**config.mk**
```make
export PLATFORM = sky130hd
export DESIGN_NAME = edge_capture_unit
export DESIGN_NICKNAME = d
export VERILOG_FILES = /design/src/rtl/ecu_pkg.sv /design/src/rtl/ecu_edge_detect.sv /design/src/rtl/ecu_chan_reg.sv /design/src/rtl/edge_capture_unit.sv
export SDC_FILE = /design/constraint.sdc
export NUM_CORES = 1
export LEC_CHECK = 0
export BUFFER_PORTS_ARGS = -buffer_cell sky130_fd_sc_hd__buf_4
export CELL_PAD_IN_SITES_DETAIL_PLACEMENT = 1
export CELL_PAD_IN_SITES_GLOBAL_PLACEMENT = 1
export CORE_MARGIN = 1
export CORE_UTILIZATION = 35
export CTS_CLUSTER_SIZE = 16
export DETAILED_ROUTE_END_ITERATION = 8
export PLACE_DENSITY = 0.83
export SLEW_MARGIN = 10
export SYNTH_ARGS = -nofsm -noshare
export SYNTH_HDL_FRONTEND = slang
export SYNTH_HIERARCHICAL = 1
export SYNTH_SLANG_ARGS = --single-unit
```
**constraint.sdc**
```tcl
create_clock -name clk -period 1.5 [get_ports clk]
set_input_delay 0.075 -clock clk [delete_from_list [all_inputs] [get_ports clk]]
set_output_delay 0.075 -clock clk [all_outputs]
set_load 0.1 [all_outputs]
```
**src/rtl/ecu_pkg.sv**
```systemverilog
package ecu_pkg;

    typedef enum logic [1:0] {
        CAP_OFF  = 2'd0,
        CAP_RISE = 2'd1,
        CAP_FALL = 2'd2,
        CAP_BOTH = 2'd3
    } cap_mode_e;

    localparam int MODE_W = 2;

    // True when the level pair (current, previous) is an edge the mode accepts.
    function automatic logic mode_fires(input cap_mode_e mode, input logic now_lvl,
                                        input logic old_lvl);
        logic rise;
        logic fall;
        rise = now_lvl & ~old_lvl;
        fall = ~now_lvl & old_lvl;
        case (mode)
            CAP_RISE: mode_fires = rise;
            CAP_FALL: mode_fires = fall;
            CAP_BOTH: mode_fires = rise | fall;
            default:  mode_fires = 1'b0;
        endcase
    endfunction

endpackage

```
**src/rtl/ecu_edge_detect.sv**
```systemverilog
module ecu_edge_detect
    import ecu_pkg::*;
#(
    parameter int SYNC_STAGES = 2
) (
    input  logic      clk,
    input  logic      rst,
    input  logic      pin_i,
    input  cap_mode_e mode_i,
    output logic      hit_o
);
    logic [SYNC_STAGES-1:0] sync_q;
    logic                   prev_q;

    always_ff @(posedge clk) begin
        if (rst) begin
            sync_q <= '0;
            prev_q <= 1'b0;
        end else begin
            sync_q <= {sync_q[SYNC_STAGES-2:0], pin_i};
            prev_q <= sync_q[SYNC_STAGES-1];
        end
    end

    // History flop keeps tracking while disabled, so enabling never fires on stale state.
    assign hit_o = mode_fires(mode_i, sync_q[SYNC_STAGES-1], prev_q);

endmodule

```
**src/rtl/ecu_chan_reg.sv**
```systemverilog
module ecu_chan_reg #(
    parameter int CNT_W = 32
) (
    input  logic             clk,
    input  logic             rst,
    input  logic             hit_i,
    input  logic             clr_i,
    input  logic [CNT_W-1:0] cnt_i,
    output logic [CNT_W-1:0] cap_o,
    output logic             flag_o
);
    always_ff @(posedge clk) begin
        if (rst) begin
            cap_o  <= '0;
            flag_o <= 1'b0;
        end else begin
            if (hit_i) begin
                cap_o  <= cnt_i;
                flag_o <= 1'b1;
            end else if (clr_i) begin
                flag_o <= 1'b0;
            end
        end
    end

endmodule

```
**src/rtl/edge_capture_unit.sv**
```systemverilog
module edge_capture_unit
    import ecu_pkg::*;
#(
    parameter int CNT_W       = 32,
    parameter int NCH         = 2,
    parameter int SYNC_STAGES = 2,
    localparam int AW         = (NCH > 1) ? $clog2(NCH) : 1
) (
    input  logic                  clk,
    input  logic                  rst,
    input  logic [CNT_W-1:0]      cnt_i,
    input  logic [NCH-1:0]        pin_i,
    input  logic [MODE_W*NCH-1:0] ctrl_i,
    input  logic [NCH-1:0]        clr_i,
    input  logic [NCH-1:0]        irq_en_i,
    input  logic [AW-1:0]         rd_addr_i,
    output logic [CNT_W-1:0]      rd_data_o,
    output logic [NCH-1:0]        flag_o,
    output logic                  irq_o
);
    logic [NCH-1:0]            edge_hit;
    logic [NCH-1:0][CNT_W-1:0] cap_q;

    for (genvar g = 0; g < NCH; g++) begin : g_chan
        cap_mode_e mode;
        assign mode = cap_mode_e'(ctrl_i[MODE_W*g +: MODE_W]);

        ecu_edge_detect #(.SYNC_STAGES(SYNC_STAGES)) u_det (
            .clk    (clk),
            .rst    (rst),
            .pin_i  (pin_i[g]),
            .mode_i (mode),
            .hit_o  (edge_hit[g])
        );

        ecu_chan_reg #(.CNT_W(CNT_W)) u_reg (
            .clk    (clk),
            .rst    (rst),
            .hit_i  (edge_hit[g]),
            .clr_i  (clr_i[g]),
            .cnt_i  (cnt_i),
            .cap_o  (cap_q[g]),
            .flag_o (flag_o[g])
        );
    end

    assign rd_data_o = cap_q[rd_addr_i];
    assign irq_o     = |(flag_o & irq_en_i);

endmodule

```
; Word-level counts from Yosys, hierarchy flattened
; Index checks and enable logic that the tools add are counted.
[op_classes]
magnitude_cmp = 1
n_eq_ne = 6
n_mux = 8
bitwise = 11
reduce_logical = 3
[op_table]
columns = operator, count
row1 = two-way mux 32 bit, 2
row2 = "equality test 2 bit, second input constant", 4
row3 = one-hot mux 1 bit (3 select lines), 2
row4 = bitwise AND 1 bit, 4
row5 = "equality test 2 x 1 -> 1 bit, second input constant", 2
row6 = two-way mux 1 bit, 4
row7 = NOT 1 bit, 4
row8 = nonzero test 2 bit, 2
row9 = bitwise AND 2 bit, 1
row10 = "< comparator 1 x 2 -> 1 bit, second input constant", 1
row11 = bitwise OR 1 bit, 2
row12 = OR reduction 2 bit, 1
[word_totals]
register_bits = 72
elab_cells = 37

; Depth between registers and ports, before layout
; Gate-level depths: netlist (run 1).
[depth]
depth_word = 5
mapped_depth = 9
depth_no_buf = 7

; Modules after synthesis
; Netlist (run 1), hierarchy kept.
[modules_own_cells]
columns = mod, instances, cells_per_inst, area_per_inst_um2, seq_area_each_um2
row1 = ecu_chan_reg, 2, 108, 1204.9, 660.6
row2 = edge_capture_unit, 1, 37, 553.0, 0.0
row3 = ecu_edge_detect, 2, 15, 135.1, 60.1

; Worst setup path before layout (run 1)
; OpenSTA, ideal clock, no wires.
[synth_timing]
kind = register -> output
start = reg g_chan[0].u_reg.flag_o
end = out irq_o
arrival_time_ps = 1844
setup_slack_ps = -419
path_stages_with_launch = 2
n_path_buf = 0
path_cell_list = dfxtp_1 -> a22o_1
[synth_via]
elab_chain_len = 2
[synth_rtl]
columns = item, line
row1 = start: declaration, ecu_chan_reg.sv:10  ; output logic flag_o
row2 = start signal: assignment, ecu_chan_reg.sv:15  ; flag_o <= 1'b0;
row3 = start signal: assignment, ecu_chan_reg.sv:19  ; flag_o <= 1'b1;
row4 = start signal: assignment, ecu_chan_reg.sv:21  ; flag_o <= 1'b0;
row5 = bitwise AND 2 bit, edge_capture_unit.sv:48  ; assign irq_o = |(flag_o & irq_en_i);
row6 = OR reduction 2 bit, edge_capture_unit.sv:48
row7 = end: declaration, edge_capture_unit.sv:19  ; output logic irq_o
; Every way passes these cells.

; Final worst setup path (run 1)
[layout_timing]
start = reg g_chan[0].u_det.prev_q
end = reg g_chan[0].u_reg.cap_o[16]
[layout_via]
elab_chain_len = 4
elab_cells_between_ends = 5
cone_classes = 1 x mux / 4 x bitwise
[layout_rtl]
columns = item, line
row1 = start: declaration, ecu_edge_detect.sv:13  ; logic prev_q;
row2 = start signal: assignment, ecu_edge_detect.sv:21  ; prev_q <= sync_q[SYNC_STAGES-1];
row3 = NOT 1 bit, ecu_pkg.sv:17  ; rise = now_lvl & ~old_lvl;
row4 = bitwise AND 1 bit, ecu_pkg.sv:17
row5 = bitwise OR 1 bit, ecu_pkg.sv:22  ; CAP_BOTH: mode_fires = rise | fall;
row6 = one-hot mux 1 bit (3 select lines) *, ecu_pkg.sv:19  ; case (mode)
row7 = net edge_hit[0], edge_capture_unit.sv:21  ; logic [NCH-1:0] edge_hit;
row8 = end signal: assignment, ecu_chan_reg.sv:18  ; cap_o <= cnt_i;
row9 = end: declaration, ecu_chan_reg.sv:9  ; output logic [CNT_W-1:0] cap_o,
; Mark *: on every way through the listed nets, which the timed path passes. The rest lies on a longest branch.
; A chain may end at the register's enable or synchronous reset.

==> impl_metrics.json, run 1 <==
{
  "core_sq_um": 8848,
  "cts_tree": "yes",
  "drt_first_pass_iters": 8,
  "antenna_found_initial": 0,
  "path_max_fanout": 5,
  "max-vdd-ir-drop_uv": 439.3,
  "power.switching_uw": 1328,
  "postSynthAreaPerCell_sq_um": 11.42,
  "synth_cell_types": 17,
  "fin_skew_ns": 0.01293,
  "grt_pass1_wl_um": 12870,
  "clockPowerShare_pct": 34.9,
  "maxSlewViolCount": 0,
  "hp-class": "input port to register",
  "p_leak_uw": 0.001923,
  "crit_top_cell": "buf_12",
  "clkSinkCount": 72,
  "p_total_uw": 4525,
  "hold_start": "cnt_i[16]",
  "grt_pass1_vias": 2668,
  "startpoint": "g_chan[0].u_det/prev_q",
  "power_switching_share_pct": 29.34,
  "seqPwrFrac_pct": 44.6,
  "clock.fmax_mhz": 642.3,
  "cts_made_buffers": 9,
  "gp_congestion": 0.6482,
  "cts_buffer_depth": 2,
  "rsz0062_at_grt": "true",
  "min_period_ns": 1.557,
  "yosysWarnings": 6,
  "cp_num_buf_inv": 3,
  "fin_cells": 517,
  "multi_input_area_sq_um": 1653,
  "cts_max_level": 3,
  "tightest_slew_ns": 0.3597,
  "route.detailed.drc": 5,
  "synth_area_leaders": "dfxtp_1 (45%), mux2i_1 (20%), mux2_4 (14%)",
  "initial_core_util_pct": 36.54,
  "worst_path_dominant_cell_family": "flip-flops",
  "finalSetupViolCount": 28,
  "clkLatencyLatePin_ns": 0.34,
  "cpPeakStageDelay_ns": 0.37,
  "fin_ws_ns": -0.05681,
  "timing.rr.start": "g_chan[0].u_det/prev_q",
  "mostFrequentLayoutCells": "buf_4 (82), nor2_1 (66), dfxtp_1 (66)",
  "synth_nets": 332,
  "criticalPathCategory": "register to register",
  "p_comb_share_pct": 20.5,
  "root_buffer": "clkbuf_8",
  "drtAntennaViolNets": 0,
  "antennaDiodeCount": 0,
  "hpwl_um": 5029,
  "drive_above_1_share_pct": 42.79,
  "area_growth_syn_to_layout_pct": 44.89,
  "seqCellArea_sq_um": 1451,
  "dp.cells": 459,
  "place_area_sq_um": 3909,
  "dieArea_sq_um": 9626,
  "endpoint_kind": "register",
  "slew-limit-headroom_pct": 75.93,
  "drt_iter0_drc": 55,
  "crit_chain": "inv_2 -> ha_2 -> nor2b_4 -> o21ai_2 -> o21ai_4 -> buf_12 -> buf_12 -> mux2i_1 -> nor2_1",
  "track_usage_pct": 17.17,
  "ioPinCount": 80,
  "status": "finished, violations left",
  "syn_inst": 283,
  "worstPathRequired_ns": 1.73,
  "p_int_uw": 3198,
  "fillers": 946,
  "post-route-period-util_pct": 103.8,
  "crit_path_start_kind": "register",
  "portBuffers": 79,
  "grt_max_degree": 49,
  "synth_top_area_share_pct": 44.58,
  "synth_seq_area_share_pct": 44.58,
  "design_area_sq_um": 4684,
  "synth_top_cell_by_area": "dfxtp_1",
  "synth-seq-cells": 72,
  "num_rows": 34,
  "final_nets": 453,
  "die_w_um": 98.11,
  "vias_per_cell": 4.662,
  "final_common_cell": "buf_4",
  "p_per_area_nw_per_um2": 966.0,
  "die_h_um": 98.11,
  "vias": 2410,
  "drv_cap": 0,
  "violations": "design-rule violations, negative setup slack",
  "overflow": 0,
  "crit_arrival_ns": 1.78,
  "synthesis.area_sq_um": 3233,
  "clk_pin_slew_ns": 0.08,
  "wl_per_cell_um": 15.41,
  "cp_slowest_cell": "dfxtp_4",
  "wl_um": 7968,
  "hold_violations": 0
}
-- cell families (layout without fill, tap and decap cells) --
group | after synthesis | in the layout | synth area share [%]
mux | 96 | 96 | 34.44
buf+inv | 26 | 152 | 8.398
fa+ha+maj | 4 | 4 | 1.548
simple gates | 78 | 78 | 9.830
flops | 72 | 72 | 44.58
compound gates | 7 | 7 | 1.200
-- through the flow --
stage	hold slack (ns)	utilization [%]	setup TNS (ns)	setup slack, ns
floorplan	0.1392	-	0	0.01287
global placement	0.2894	44.17	-0.5616	-0.01771
detailed placement	0.2937	44.17	-4.175	-0.1448
CTS	0.006400	52.57	-1.526	-0.1037
global route	0.01633	52.94	-4.943	-0.1404
finish	0.02237	52.94	-0.5818	-0.05681
-- registers in the layout (all words and copies together), names as in the netlist --
register / cells
g_chan.u_reg/flag_o: 2
g_chan.u_reg/cap_o: 64
g_chan.u_det/prev_q: 2
g_chan.u_det/sync_q: 4
-- worst paths after layout --
check	slack, ns	endpoint	depth (start not counted)
max	-0.06	g_chan[0].u_reg/cap_o[16]	9
min	0.02	g_chan[1].u_reg/cap_o[16]	3
max reg2reg	-0.06	g_chan[0].u_reg/cap_o[16]	9
min reg2reg	0.44	g_chan[1].u_det/sync_q[1]	1
-- worst reg2reg max path, cell delays in order, from the launching register on --
cell and delay, ns:
dfxtp_4 0.37, inv_2 0.03, ha_2 0.15, nor2b_4 0.12, o21ai_2 0.16, o21ai_4 0.11
buf_12 0.15, buf_12 0.13, mux2i_1 0.18, nor2_1 0.06
-- repair_timing --
action                                  4_1_cts  5_1_grt
hold endpoints to repair                     59        0
pin swaps                                     3       16
endpoints found under the setup margin       63       65
hold buffers                                 34        0
buffers inserted                              4        3
gates cloned                                  3        1
gates resized for setup                      23       15
-- area by class of cell --
cell class / instances / share of cell area (%)
clock buffer: 10 / 2.938
timing repair buffer: 130 / 26.01
sequential: 72 / 30.98
clock inverter: 6 / 1.416
multi-input combinational: 185 / 35.28
inverter: 6 / 0.4808
tap: 108 / 2.885
-- power groups by stage --
| stage | sequential [uW] | clock, uW | combinational [uW] |
|---|---|---|---|
| 5_1_grt | 2030 | 1710 | 977 |
| 4_1_cts | 2020 | 1620 | 926 |
| 3_3_place_gp | 2060 | 0 | 782 |
| 3_5_place_dp | 2060 | 0 | 800 |
| 6_report | 2020 | 1580 | 928 |
| 2_1_floorplan | 2070 | 0 | 582 |
-- layer usage --
metal	track usage, %	vias up	part of all wire, %
met4	7.576	0	1.6
li1	-	1182	-
met3	4.009	11	4.2
met2	31.09	57	52
met1	19.07	1160	42
met5	0	-	0
-- Yosys cell counts --
cell / instances
dfxtp_1: 72
nor2_1: 66
mux2i_1: 64
mux2_4: 30
buf_12: 9
nor2b_1: 8
inv_1: 6
buf_2: 4
clkbuf_1: 4
ha_1: 4
o21ai_1: 4
buf_6: 3
a21oi_1: 2
mux2_2: 2
nand2_1: 2
nand2b_1: 2
a22o_1: 1
No activity file was read; power rests on OpenSTA's default activity.
==> inputs of run 2 (changes only) <==
--- a/config.mk
+++ b/config.mk
@@ -12,7 +12,7 @@
 export CORE_UTILIZATION = 35
 export CTS_CLUSTER_SIZE = 16
 export DETAILED_ROUTE_END_ITERATION = 8
-export PLACE_DENSITY = 0.83
+export PLACE_DENSITY = 0.8
 export SLEW_MARGIN = 10
 export SYNTH_ARGS = -nofsm -noshare
 export SYNTH_HDL_FRONTEND = slang
==> constraint.sdc (replaced) <==
create_clock -name clk -period 1.8 [get_ports clk]
set_input_delay 0.09 -clock clk [delete_from_list [all_inputs] [get_ports clk]]
set_output_delay 0.09 -clock clk [all_outputs]
set_load 0.1 [all_outputs]
==> run 2 against run 1 <==
  * The run ends with design-rule violations left
  * Sequential power is 17% lower
  * Cell area is 7.7% lower
  * Sequential cell count stayed put
  * Cell count is 3.9% lower
  * Largest power group unchanged
  * Highest routed layer unchanged
==> impl_metrics.json, run 2 (synthesis gave the netlist of run 1 again) <==
{
  "status": "finished, violations left",
  "violations": "design-rule violations",
  "grt_pass1_vias": 2427,
  "clk_pin_slew_ns": 0.07,
  "cp_num_buf_inv": 2,
  "num_rows": 34,
  "cts_buffer_depth": 2,
  "wl_um": 7447,
  "min_period_ns": 1.683,
  "hold_start": "cnt_i[0]",
  "crit_path_start_kind": "register",
  "rsz0062_at_grt": "false",
  "route.detailed.drc": 3,
  "fin_setup_tns_ns": 0,
  "cpPeakStageDelay_ns": 0.34,
  "criticalPathCategory": "register to register",
  "initial_core_util_pct": 36.54,
  "drive_above_1_share_pct": 35.99,
  "dieArea_sq_um": 9626,
  "tightest_slew_ns": 0.7400,
  "largest_reg_flops": 64,
  "endpoint_kind": "register",
  "clock.fmax_mhz": 594.0,
  "holdPathEnd": "g_chan[1].u_reg/cap_o[0]",
  "maxSlewViolCount": 0,
  "power.switching_uw": 1043,
  "cts_tree": "yes",
  "path_max_fanout": 15,
  "core_sq_um": 8848,
  "hold_depth": 3,
  "hpwl_um": 4773,
  "die_h_um": 98.11,
  "fin_skew_ns": 0.009219,
  "hold_violations": 0,
  "crit_chain": "inv_1 -> ha_1 -> nor2b_1 -> o21ai_1 -> o21ai_4 -> buf_12 -> mux2i_1 -> nor2_1",
  "multi_input_area_sq_um": 1550,
  "clkSinkCount": 72,
  "cp_slowest_cell": "dfxtp_1",
  "wl_per_cell_um": 14.98,
  "clockPowerShare_pct": 34.1,
  "cts_max_level": 3,
  "p_per_area_nw_per_um2": 834.8,
  "clkLatencyLatePin_ns": 0.34,
  "overflow": 0,
  "die_w_um": 98.11,
  "timing.rr.start": "g_chan[0].u_det/sync_q[1]",
  "reg2reg_slack_ns": 0.12,
  "antenna_found_initial": 0,
  "antennaDiodeCount": 0,
  "hp-class": "input port to register",
  "drt_iter0_drc": 36,
  "seqCellArea_sq_um": 1443,
  "drt_first_pass_iters": 6,
  "r2r_cells": 8,
  "top_register": "g_chan.u_reg/cap_o",
  "crit_arrival_ns": 1.88,
  "vias": 2315,
  "final_nets": 433,
  "grt_max_degree": 73,
  "vias_per_cell": 4.658,
  "area_growth_syn_to_layout_pct": 33.71,
  "finalSetupViolCount": 0,
  "portBuffers": 79,
  "drv_cap": 0,
  "r2r_end": "g_chan[0].u_reg/cap_o[29]",
  "utilization_pct": 48.85,
  "p_int_uw": 2566,
  "final_common_cell": "buf_4",
  "track_usage_pct": 15.38,
  "fillers": 972,
  "p_comb_share_pct": 19.4,
  "gp_congestion": 0.6491,
  "cts_made_buffers": 9,
  "grt_pass1_wl_um": 11630,
  "root_buffer": "clkbuf_8",
  "mostFrequentLayoutCells": "buf_4 (79), dfxtp_1 (71), nor2_1 (66)",
  "drtAntennaViolNets": 0,
  "post-route-period-util_pct": 93.53,
  "seqPwrFrac_pct": 46.6,
  "ioPinCount": 80,
  "worst_path_dominant_cell_family": "flip-flops",
  "max-vdd-ir-drop_uv": 454.4,
  "largest_registers": "g_chan.u_reg/cap_o x64, g_chan.u_det/sync_q x4",
  "slew-limit-headroom_pct": 50.67,
  "p_leak_uw": 0.001805,
  "worstPathRequired_ns": 1.99,
  "power_switching_share_pct": 28.91,
  "whs_ns": 0.007283
}
-- run 2: cell count changes in the layout (fill, tap and decap cells not counted), sizes merged --
cell	change
buf	-9
clkinv	+2
clkinvlp	-1
dlygate4sd3	-11
inv	-1
-- run 2: area by class of cell --
class	count	share of cell area (%)
multi-input cells	185	35.86
flip-flops and latches	72	33.37
repair buffers	110	22.78
well taps	108	3.126
clock buffers	10	2.952
clock inverters	6	1.389
inverters	6	0.5210
-- run 2: worst max-delay path by stage --
| stage | from | cells after the start | end | slack (ns) |
|---|---|---|---|---|
| after CTS | g_chan[0].u_det/sync_q[1] | 8 | g_chan[0].u_reg/cap_o[29] | 0.10 |
| final | g_chan[0].u_det/sync_q[1] | 8 | g_chan[0].u_reg/cap_o[29] | 0.12 |
| after detailed placement | g_chan[0].u_det/sync_q[1] | 8 | g_chan[0].u_reg/cap_o[29] | 0.11 |
| after global placement | g_chan[0].u_det/sync_q[1] | 8 | g_chan[0].u_reg/cap_o[8] | 0.17 |
| after global routing | g_chan[1].u_det/sync_q[1] | 8 | g_chan[1].u_reg/cap_o[27] | 0.006 |
| after floorplan | g_chan[0].u_reg/flag_o | 1 | irq_o | 0.14 |
-- run 2: metrics by stage --
step | cells | cell area [sq um] | power, uW | setup WS [ns]
final | 497 | 4323 | 3609 | 0.1165
after global routing | 497 | 4323 | 3768 | 0.006458
after CTS | 494 | 4254 | 3645 | 0.1038
after detailed placement | 455 | 3836 | 2365 | 0.1114
after floorplan | 283 | 3234 | 2206 | 0.1397
after global placement | 455 | 3836 | 2348 | 0.1740
-- run 2: power by group through the flow --
stage	combinational, uW	clock, uW	sequential, uW
2_1_floorplan	485	0	1720
3_5_place_dp	647	0	1720
5_1_grt	737	1340	1690
3_3_place_gp	636	0	1710
6_report	699	1230	1680
4_1_cts	689	1280	1680
-- run 2: repair_timing --
action	CTS	global route
hold buffers	23	0
hold endpoints to repair	29	0
endpoints found under the setup margin	0	7
setup buffers	0	0
resized for setup	0	3
-- run 2: worst register-to-register path, delay by kind of cell (launching register included) --
kind / cells / cell delay, ns
muxes: 1 / 0.22
adders and majority gates: 1 / 0.28
buffers and inverters: 2 / 0.28
AOI/OAI and AO/OA: 2 / 0.25
DFF: 1 / 0.34
and+or+nand+nor: 2 / 0.18
-- run 2: per-layer routing --
metal | global-route usage (%) | wire [um] | vias to the layer above
met5 | 0 | 0 | -
met4 | 6.643 | 123 | 0
met3 | 3.150 | 336 | 10
met2 | 27.14 | 3758 | 54
met1 | 17.98 | 3229 | 1109
li1 | - | - | 1142
